[config.mk]
export PLATFORM = sky130hd
export DESIGN_NAME = guard_wdt
export DESIGN_NICKNAME = d
export VERILOG_FILES = /design/src/rtl/guard_wdt_pkg.sv /design/src/rtl/guard_wdt_regs.sv /design/src/rtl/guard_wdt_counter.sv /design/src/rtl/guard_wdt_events.sv /design/src/rtl/guard_wdt.sv
export SDC_FILE = /design/constraint.sdc
export NUM_CORES = 1
export LEC_CHECK = 0
export BUFFER_PORTS_ARGS = -buffer_cell sky130_fd_sc_hd__buf_2
export CORE_UTILIZATION = 37
export CTS_BUF_LIST = sky130_fd_sc_hd__clkbuf_8
export CTS_CLUSTER_DIAMETER = 200
export CTS_CLUSTER_SIZE = 12
export DETAILED_ROUTE_END_ITERATION = 12
export PLACE_DENSITY = 0.63
export SYNTH_ARGS = -nofsm -noshare
export SYNTH_HDL_FRONTEND = slang
export SYNTH_SLANG_ARGS = --single-unit
[constraint.sdc]
create_clock -name clk -period 2.7 [get_ports clk]
set_input_delay 0.675 -clock clk [delete_from_list [all_inputs] [get_ports clk]]
set_output_delay 0.675 -clock clk [all_outputs]
set_load 0.02 [all_outputs]
[src/rtl/guard_wdt_pkg.sv]
package guard_wdt_pkg;

  typedef enum logic [2:0] {
    OFS_RELOAD = 3'd0,
    OFS_COUNT  = 3'd1,
    OFS_CTRL   = 3'd2,
    OFS_CLEAR  = 3'd3,
    OFS_STATUS = 3'd4,
    OFS_LOCK   = 3'd5
  } wdt_ofs_e;

  localparam logic [31:0] UNLOCK_WORD = 32'h1ACC_E551;

  localparam int CTRL_IEN_BIT = 0;
  localparam int CTRL_REN_BIT = 1;

  typedef struct packed {
    logic ren;
    logic ien;
  } wdt_ctrl_t;

  function automatic logic key_matches(input logic [31:0] word);
    return word == UNLOCK_WORD;
  endfunction

  function automatic wdt_ctrl_t ctrl_merge(input wdt_ctrl_t cur, input logic [31:0] word);
    wdt_ctrl_t nxt;
    nxt.ien = cur.ien | word[CTRL_IEN_BIT];
    nxt.ren = cur.ren | word[CTRL_REN_BIT];
    return nxt;
  endfunction

endpackage

[src/rtl/guard_wdt_regs.sv]
module guard_wdt_regs
  import guard_wdt_pkg::*;
#(
  parameter int DATA_W = 32,
  parameter int ADDR_W = 3,
  parameter logic [DATA_W-1:0] RELOAD_INIT = '1
) (
  input  logic              clk,
  input  logic              rst_n,
  input  logic              wr,
  input  logic [ADDR_W-1:0] addr,
  input  logic [DATA_W-1:0] wdata,
  output logic [DATA_W-1:0] reload_q,
  output wdt_ctrl_t         ctrl_q,
  output logic              locked_q,
  output logic              reload_wr,
  output logic              clear_wr,
  output logic              ien_rise
);

  logic      open_wr;
  logic      lock_wr;
  logic      ctrl_wr;
  wdt_ctrl_t ctrl_nxt;

  assign lock_wr   = wr && (addr == ADDR_W'(OFS_LOCK));
  assign open_wr   = wr && !locked_q;
  assign reload_wr = open_wr && (addr == ADDR_W'(OFS_RELOAD));
  assign clear_wr  = open_wr && (addr == ADDR_W'(OFS_CLEAR));
  assign ctrl_wr   = open_wr && (addr == ADDR_W'(OFS_CTRL));
  assign ctrl_nxt  = ctrl_merge(ctrl_q, 32'(wdata));
  assign ien_rise  = ctrl_wr && !ctrl_q.ien && ctrl_nxt.ien;

  always_ff @(posedge clk) begin
    if (!rst_n) begin
      reload_q <= RELOAD_INIT;
      ctrl_q   <= '0;
      locked_q <= 1'b0;
    end else begin
      if (reload_wr) reload_q <= wdata;
      if (ctrl_wr)   ctrl_q   <= ctrl_nxt;
      if (lock_wr)   locked_q <= !key_matches(32'(wdata));
    end
  end

  p_ien_sticky_r10: assert property (@(posedge clk) disable iff (!rst_n)
    ctrl_q.ien |=> ctrl_q.ien);
  p_ren_sticky_r10: assert property (@(posedge clk) disable iff (!rst_n)
    ctrl_q.ren |=> ctrl_q.ren);
  p_lock_guard_r11: assert property (@(posedge clk) disable iff (!rst_n)
    (locked_q && wr && addr != ADDR_W'(OFS_LOCK))
      |=> ($stable(reload_q) && $stable(ctrl_q)));
  p_key_opens_r12: assert property (@(posedge clk) disable iff (!rst_n)
    (lock_wr && key_matches(32'(wdata))) |=> !locked_q);
  p_bad_key_locks_r11: assert property (@(posedge clk) disable iff (!rst_n)
    (lock_wr && !key_matches(32'(wdata))) |=> locked_q);

endmodule

[src/rtl/guard_wdt_counter.sv]
module guard_wdt_counter #(
  parameter int DATA_W = 32,
  parameter logic [DATA_W-1:0] RELOAD_INIT = '1
) (
  input  logic              clk,
  input  logic              rst_n,
  input  logic              running,
  input  logic [DATA_W-1:0] reload_q,
  input  logic              reload_wr,
  input  logic [DATA_W-1:0] wdata,
  input  logic              ien_rise,
  output logic [DATA_W-1:0] count_q,
  output logic              expire
);

  function automatic logic [DATA_W-1:0] step_down(input logic [DATA_W-1:0] v);
    return v - DATA_W'(1);
  endfunction

  logic at_zero;
  assign at_zero = (count_q == '0);
  assign expire  = running && at_zero && !reload_wr && !ien_rise;

  always_ff @(posedge clk) begin
    if (!rst_n) begin
      count_q <= RELOAD_INIT;
    end else if (reload_wr) begin
      count_q <= wdata;
    end else if (ien_rise || expire) begin
      count_q <= reload_q;
    end else if (running) begin
      count_q <= step_down(count_q);
    end
  end

  p_hold_idle_r2: assert property (@(posedge clk) disable iff (!rst_n)
    (!running && !reload_wr && !ien_rise) |=> $stable(count_q));
  p_step_r3: assert property (@(posedge clk) disable iff (!rst_n)
    (running && !at_zero && !reload_wr && !ien_rise) |=> (count_q == $past(count_q) - DATA_W'(1)));
  p_wrap_r3: assert property (@(posedge clk) disable iff (!rst_n)
    expire |=> (count_q == $past(reload_q)));
  p_preload_r9: assert property (@(posedge clk) disable iff (!rst_n)
    ien_rise |=> (count_q == $past(reload_q)));
  p_service_r4: assert property (@(posedge clk) disable iff (!rst_n)
    reload_wr |=> (count_q == $past(wdata)));

endmodule

[src/rtl/guard_wdt_events.sv]
module guard_wdt_events (
  input  logic clk,
  input  logic rst_n,
  input  logic expire,
  input  logic clear_wr,
  input  logic reload_wr,
  input  logic ien,
  input  logic ren,
  output logic pend_q,
  output logic irq,
  output logic rst_req_q
);

  logic second_hit;
  assign second_hit = expire && pend_q && !clear_wr;

  always_ff @(posedge clk) begin
    if (!rst_n) begin
      pend_q    <= 1'b0;
      rst_req_q <= 1'b0;
    end else begin
      if (expire)        pend_q <= 1'b1;
      else if (clear_wr) pend_q <= 1'b0;
      if (second_hit && ren) rst_req_q <= 1'b1;
    end
  end

  assign irq = pend_q & ien;

  p_clear_r5: assert property (@(posedge clk) disable iff (!rst_n)
    (clear_wr && !expire) |=> !pend_q);
  p_reload_keeps_r4: assert property (@(posedge clk) disable iff (!rst_n)
    (reload_wr && pend_q) |=> pend_q);
  p_sticky_r7: assert property (@(posedge clk) disable iff (!rst_n)
    rst_req_q |=> rst_req_q);
  p_needs_ren_r8: assert property (@(posedge clk) disable iff (!rst_n)
    $rose(rst_req_q) |-> ren);
  p_collide_r13: assert property (@(posedge clk) disable iff (!rst_n)
    (clear_wr && expire && !rst_req_q) |=> (pend_q && !rst_req_q));
  p_irq_mask_r6: assert property (@(posedge clk) disable iff (!rst_n)
    !ien |-> !irq);

endmodule

[src/rtl/guard_wdt.sv]
module guard_wdt
  import guard_wdt_pkg::*;
#(
  parameter int DATA_W = 32,
  parameter int ADDR_W = 3,
  parameter logic [DATA_W-1:0] RELOAD_INIT = '1
) (
  input  logic              clk,
  input  logic              rst_n,
  input  logic              reg_wr,
  input  logic [ADDR_W-1:0] reg_addr,
  input  logic [DATA_W-1:0] reg_wdata,
  output logic [DATA_W-1:0] reg_rdata,
  output logic              irq,
  output logic              sys_rst_req
);

  logic [DATA_W-1:0] reload_q;
  logic [DATA_W-1:0] count_q;
  wdt_ctrl_t         ctrl_q;
  logic              locked_q;
  logic              reload_wr;
  logic              clear_wr;
  logic              ien_rise;
  logic              expire;
  logic              pend_q;
  logic              running;

  assign running = ctrl_q.ien | ctrl_q.ren;

  guard_wdt_regs #(.DATA_W(DATA_W), .ADDR_W(ADDR_W), .RELOAD_INIT(RELOAD_INIT)) u_regs (
    .clk(clk), .rst_n(rst_n), .wr(reg_wr), .addr(reg_addr), .wdata(reg_wdata),
    .reload_q(reload_q), .ctrl_q(ctrl_q), .locked_q(locked_q),
    .reload_wr(reload_wr), .clear_wr(clear_wr), .ien_rise(ien_rise)
  );

  guard_wdt_counter #(.DATA_W(DATA_W), .RELOAD_INIT(RELOAD_INIT)) u_count (
    .clk(clk), .rst_n(rst_n), .running(running), .reload_q(reload_q),
    .reload_wr(reload_wr), .wdata(reg_wdata), .ien_rise(ien_rise),
    .count_q(count_q), .expire(expire)
  );

  guard_wdt_events u_events (
    .clk(clk), .rst_n(rst_n), .expire(expire), .clear_wr(clear_wr),
    .reload_wr(reload_wr), .ien(ctrl_q.ien), .ren(ctrl_q.ren),
    .pend_q(pend_q), .irq(irq), .rst_req_q(sys_rst_req)
  );

  always_comb begin
    reg_rdata = '0;
    case (reg_addr)
      ADDR_W'(OFS_RELOAD): reg_rdata = reload_q;
      ADDR_W'(OFS_COUNT):  reg_rdata = count_q;
      ADDR_W'(OFS_CTRL):   begin
        reg_rdata[CTRL_IEN_BIT] = ctrl_q.ien;
        reg_rdata[CTRL_REN_BIT] = ctrl_q.ren;
      end
      ADDR_W'(OFS_STATUS): begin
        reg_rdata[0] = pend_q;
        reg_rdata[1] = irq;
      end
      ADDR_W'(OFS_LOCK):   reg_rdata[0] = locked_q;
      default:             reg_rdata = '0;
    endcase
  end

  p_idle_quiet_r2: assert property (@(posedge clk) disable iff (!rst_n)
    !running |-> !expire);
  p_lock_blocks_clear_r11: assert property (@(posedge clk) disable iff (!rst_n)
    (locked_q && reg_wr && reg_addr == ADDR_W'(OFS_CLEAR) && pend_q) |=> pend_q);

endmodule

After elaboration in Yosys (flattened, before gate mapping) --
Index checks and enable logic that the tools add are counted.
Word-level totals: bits in registers 69, bits of input ports 38, output and inout port bits 34, logic and storage cells 50
Cells by class: add/subtract/negate cells 1, eq/ne operators 6, multiplexer cells 8, bitwise gates (word level) 4, reductions and logical operators 24
Operators with widths (number):
- $mux W32 | 3
- $pmux W30 S2 | 1
- $eq A32 B29 Y1 const B | 1
- $logic_not A32 Y1 | 1
- $sub A32 B1 Y32 const B | 1
- $logic_and A1 B1 Y1 | 13
- $eq A3 B2 Y1 const B | 2
- $eq A3 B3 Y1 const B | 2
- $logic_not A1 Y1 | 6
- $pmux W1 S5 | 1
- $pmux W1 S4 | 1
- $eq A3 B1 Y1 const B | 1
- $logic_not A3 Y1 | 1
- $or A1 B1 Y1 | 3
- $reduce_bool A3 Y1 | 1
- $mux W1 | 2
- $reduce_bool A2 Y1 | 1
- $and A1 B1 Y1 | 1
- $logic_or A1 B1 Y1 | 1

Longest topological paths before layout --
depth after elaboration 10, mapped depth 11, depth with buffers taken out 8

Cells and area by module --
From an unflattened synthesis, not the netlist that was laid out.
Unflattened totals: cell total of the unflattened synthesis 550, area, all modules 4362.9 µm²
Modules (own cells, without submodules):
- guard_wdt_counter | times used 1, cells an instance 317, area an instance 2301.0 µm², sequential area each 640.6 µm²
- guard_wdt_regs | times used 1, cells an instance 174, area an instance 1473.9 µm², sequential area each 700.7 µm²
- guard_wdt | times used 1, cells an instance 52, area an instance 510.5 µm², sequential area each 0.0 µm²
- guard_wdt_events | times used 1, cells an instance 7, area an instance 77.6 µm², sequential area each 40.0 µm²

Worst setup path after synthesis --
Ideal clock, no wire load.
path kind in2out, start point input reg_addr[0], end point output reg_rdata[10], data arrival time 1.988 ns, required time 2.025 ns, slack 0.037 ns, stages 5, path buffers 2, cells stage by stage clkbuf_1 -> inv_1 -> nor3_1 -> clkbuf_1 -> a22o_1
Between the ends: cells in the longest elaborated chain, start to end 2, elaborated cells on any way between the ends 3, classes of those cells eq/ne: 1; mux: 1; reduce/logical: 1
Ends and longest elaborated chain:
- start: declaration | line guard_wdt.sv:11 | input logic [ADDR_W-1:0] reg_addr,
- $eq A3 B1 Y1 / $logic_not A3 Y1 (equally long branches) | line guard_wdt.sv:51 | case (reg_addr)
- $pmux W30 S2 (*) | line guard_wdt.sv:51
- end: declaration | line guard_wdt.sv:13 | output logic [DATA_W-1:0] reg_rdata,
Mark *: on every way between the ends. The rest lies on a longest branch, timed or not.

Worst setup path in the final report --
start point input reg_addr[1], end point output reg_rdata[25]
The elaborated chain is that of the path after synthesis.

==> impl_metrics.ini <==
[routing]
drcViolationCount = 0
wire_per_inst_um = 18.26
routed-via-count = 4458
postRouteAntennaNets = 0
vias_per_cell = 5.960
drt_wl_total_mm = 13.66
dr.first_iter.drc_count = 252
drt_pass1_iterations = 5

[final_layout]
final_cell_mix = 71 x buf_2, 69 x dfxtp_1, 62 x nand2_1
num_antenna_cells = 0
area_delta_synth_final_pct = 20.99
drive_gt1_share_pct = 22.86
nets = 644
num-fill-cells = 1103
final_common_cell = buf_2

[placed_design]
routabilityCongestion = 0.8743
dp_hpwl_mm = 9.666
dp_slack_ns = 0.1085
io_buffer_count = 71

[die]
fp-row-count = 38
dieArea_mm2 = 0.01154
ios = 72
die_h_um = 107.4
initial_core_util_pct = 37.95
core_mm2 = 0.01084
die_w_um = 107.4

[synth]
syn_area_mm2 = 0.004114
seq_area_frac_synth_pct = 33.58
syn_inst = 528
synth.net_count = 567
dominantRegCellSynth = dfxtp_1
synth-edff-count = 0
ys_async_sr_fraction_pct = 0
synthDistinctLibCells = 60
yosys_warnings = 0
ys_ff_latch = 69
syn_avg_cell_area_um2 = 7.792

[sta]
finalHoldViolations = 0
setup_ws_ns = 0.07302
fin_setup_tns_ns = 0
worst_pin_slew_ns = 0.6056
post-route-period-util_pct = 97.30
slew_violations = 0
fmax_mhz = 380.7
relSlewSlack_pct = 59.25
rsz0062_at_grt = false
setup_viol = 0
clock_skew_ns = 0.01161
min_period_ns = 2.627

[clock_tree]
ctsLongestPathBuffers = 2
clk_latency_ns = 0.36
clock_sink_count = 69
postCtsHoldBufs = 0
clockRootBuffer = clkbuf_8
cts_tree = done
cts_buffers = 9
path_clk_slew_ns = 0.07
htreeDepth = 3
post_cts_buffers = 0

[grt]
grt.overflow.total = 0
grt_max_degree = 39
grt_usage_pct = 24.62
grt_pass1_vias = 4284
antenna_found_initial = 0
grt_pass1_wl_mm = 22.00

[critical_path]
required_ns = 2.03
rr_worst_depth = 10
start_kind = input port
crit_fanout = 33
worst_r2r_endpoint = u_count.count_q[11]$_SDFFE_PN1P_
regToRegSetupSlack_ns = 0.13
reg2reg_from = u_count.count_q[1]$_SDFFE_PN1P_
worstPathArrival_ns = 1.95
critPathKind = input port to output port
critPathCaptureType = output port

[pwr]
vdd_drop_max_mv = 0.1943
p_leak_nw = 2.023
powerDensity_mw_per_mm2 = 451.0

[hold_path]
hold_start = u_regs.reload_q[30]$_SDFFE_PN1P_
hold_class = flop to flop
holdPathStages = 2
whs_endpoint = u_regs.reload_q[30]$_SDFFE_PN1P_

[flow_run]
maxCapViolCount = 0

[outcome]
status = finished clean
==> worst max-delay path by stage <==
stage | start | end | slack (ns) | cells past startpoint
after floorplan | reg_addr[0] | reg_rdata[10] | 0.04 | 5
after global placement | reg_addr[1] | reg_rdata[25] | 0.14 | 5
after detailed placement | reg_addr[0] | reg_rdata[25] | 0.11 | 6
after CTS | reg_addr[0] | reg_rdata[25] | 0.11 | 6
after global routing | u_count.count_q[1]$_SDFFE_PN1P_ | u_count.count_q[17]$_SDFFE_PN1P_ | 0.005 | 9
final | reg_addr[1] | reg_rdata[25] | 0.07 | 5
==> report_power, final <==
part / total, mW / internal, mW / switching (mW)
clock: 0.767 / 0.367 / 0.399
sequential: 1.08 / 1.05 / 0.0334
combinational: 0.394 / 0.155 / 0.239
==> per-layer routing <==
| layer | GRT usage [%] | part of all wire, % | wire, um | vias up |
|---|---|---|---|---|
| li1 | - | - | - | 2118 |
| met1 | 33.99 | 47 | 6381 | 2137 |
| met2 | 37.60 | 44 | 6065 | 179 |
| met3 | 3.269 | 6.2 | 851 | 24 |
| met4 | 12.04 | 2.6 | 357 | 0 |
| met5 | 0 | 0 | 0 | - |
==> worst max-delay path, stage by stage <==
cell    delay, ns
buf_2        0.17
nor3_2       0.23
buf_4        0.41
a22o_1       0.26
buf_2        0.19
==> kinds of logic after synthesis <==
| logic type | count (synthesis) | share of synthesized area (%) |
|---|---|---|
| buf+inv | 55 | 5.717 |
| fa+ha+maj | 1 | 0.3041 |
| xor+xnor | 24 | 5.109 |
| compound gates | 154 | 26.28 |
| mux | 6 | 1.490 |
| flops | 69 | 33.58 |
| simple gates | 219 | 27.52 |
==> state kept, by name (all words and copies together), names as in the netlist <==
register	count
u_regs.locked_q	1
u_count.count_q	32
u_events.rst_req_q	1
u_regs.reload_q	32
u_regs.ctrl_q	2
u_events.pend_q	1
==> Yosys cell counts, drive strengths merged (8+ instances only) <==
master | number | area share [%]
o22ai | 8 | 1.2
a21oi | 23 | 2.8
inv | 8 | 0.73
nand3 | 21 | 2.6
nand2 | 62 | 5.7
nor3 | 22 | 2.8
nand4 | 8 | 1.2
buf | 8 | 1.4
xnor2 | 10 | 2.1
clkbuf | 38 | 3.5
dfxtp | 69 | 34
o21ai | 34 | 4.1
nor2 | 48 | 4.4
or3 | 9 | 1.4
nor4 | 15 | 3.2
xor2 | 14 | 3.0
a22o | 30 | 6.4
==> layout make-up <==
class | instances | area (um^2) | share of cell area (%)
Inverter | 9 | 33.78 | 0.6787
Multi-Input combinational cell | 404 | 2521 | 50.65
Timing Repair Buffer | 112 | 700.7 | 14.08
Tap cell | 140 | 175.2 | 3.519
Clock buffer | 11 | 151.4 | 3.042
Clock inverter | 3 | 13.76 | 0.2765
Sequential cell | 69 | 1381 | 27.75
==> per-stage QoR <==
stage                     hold WS (ns)  total power, mW  instance area (um^2)  utilization (%)  instances
after floorplan                 0.4358            1.332                  4114                -        528
after global placement          0.4484            1.490                  4806            44.33        734
after detailed placement        0.4546            1.495                  4806            44.33        734
after CTS                       0.4708            2.244                  4971            45.86        748
after global routing            0.4902            2.321                  4977            45.91        748
final                           0.4656            2.245                  4977            45.91        748
==> timing repair <==
action,4_1_cts,5_1_grt
gates resized for setup,0,1
endpoints found under the hold margin,0,0
setup endpoints to repair,0,2
Note: power is estimated with default switching activity, not from simulation.
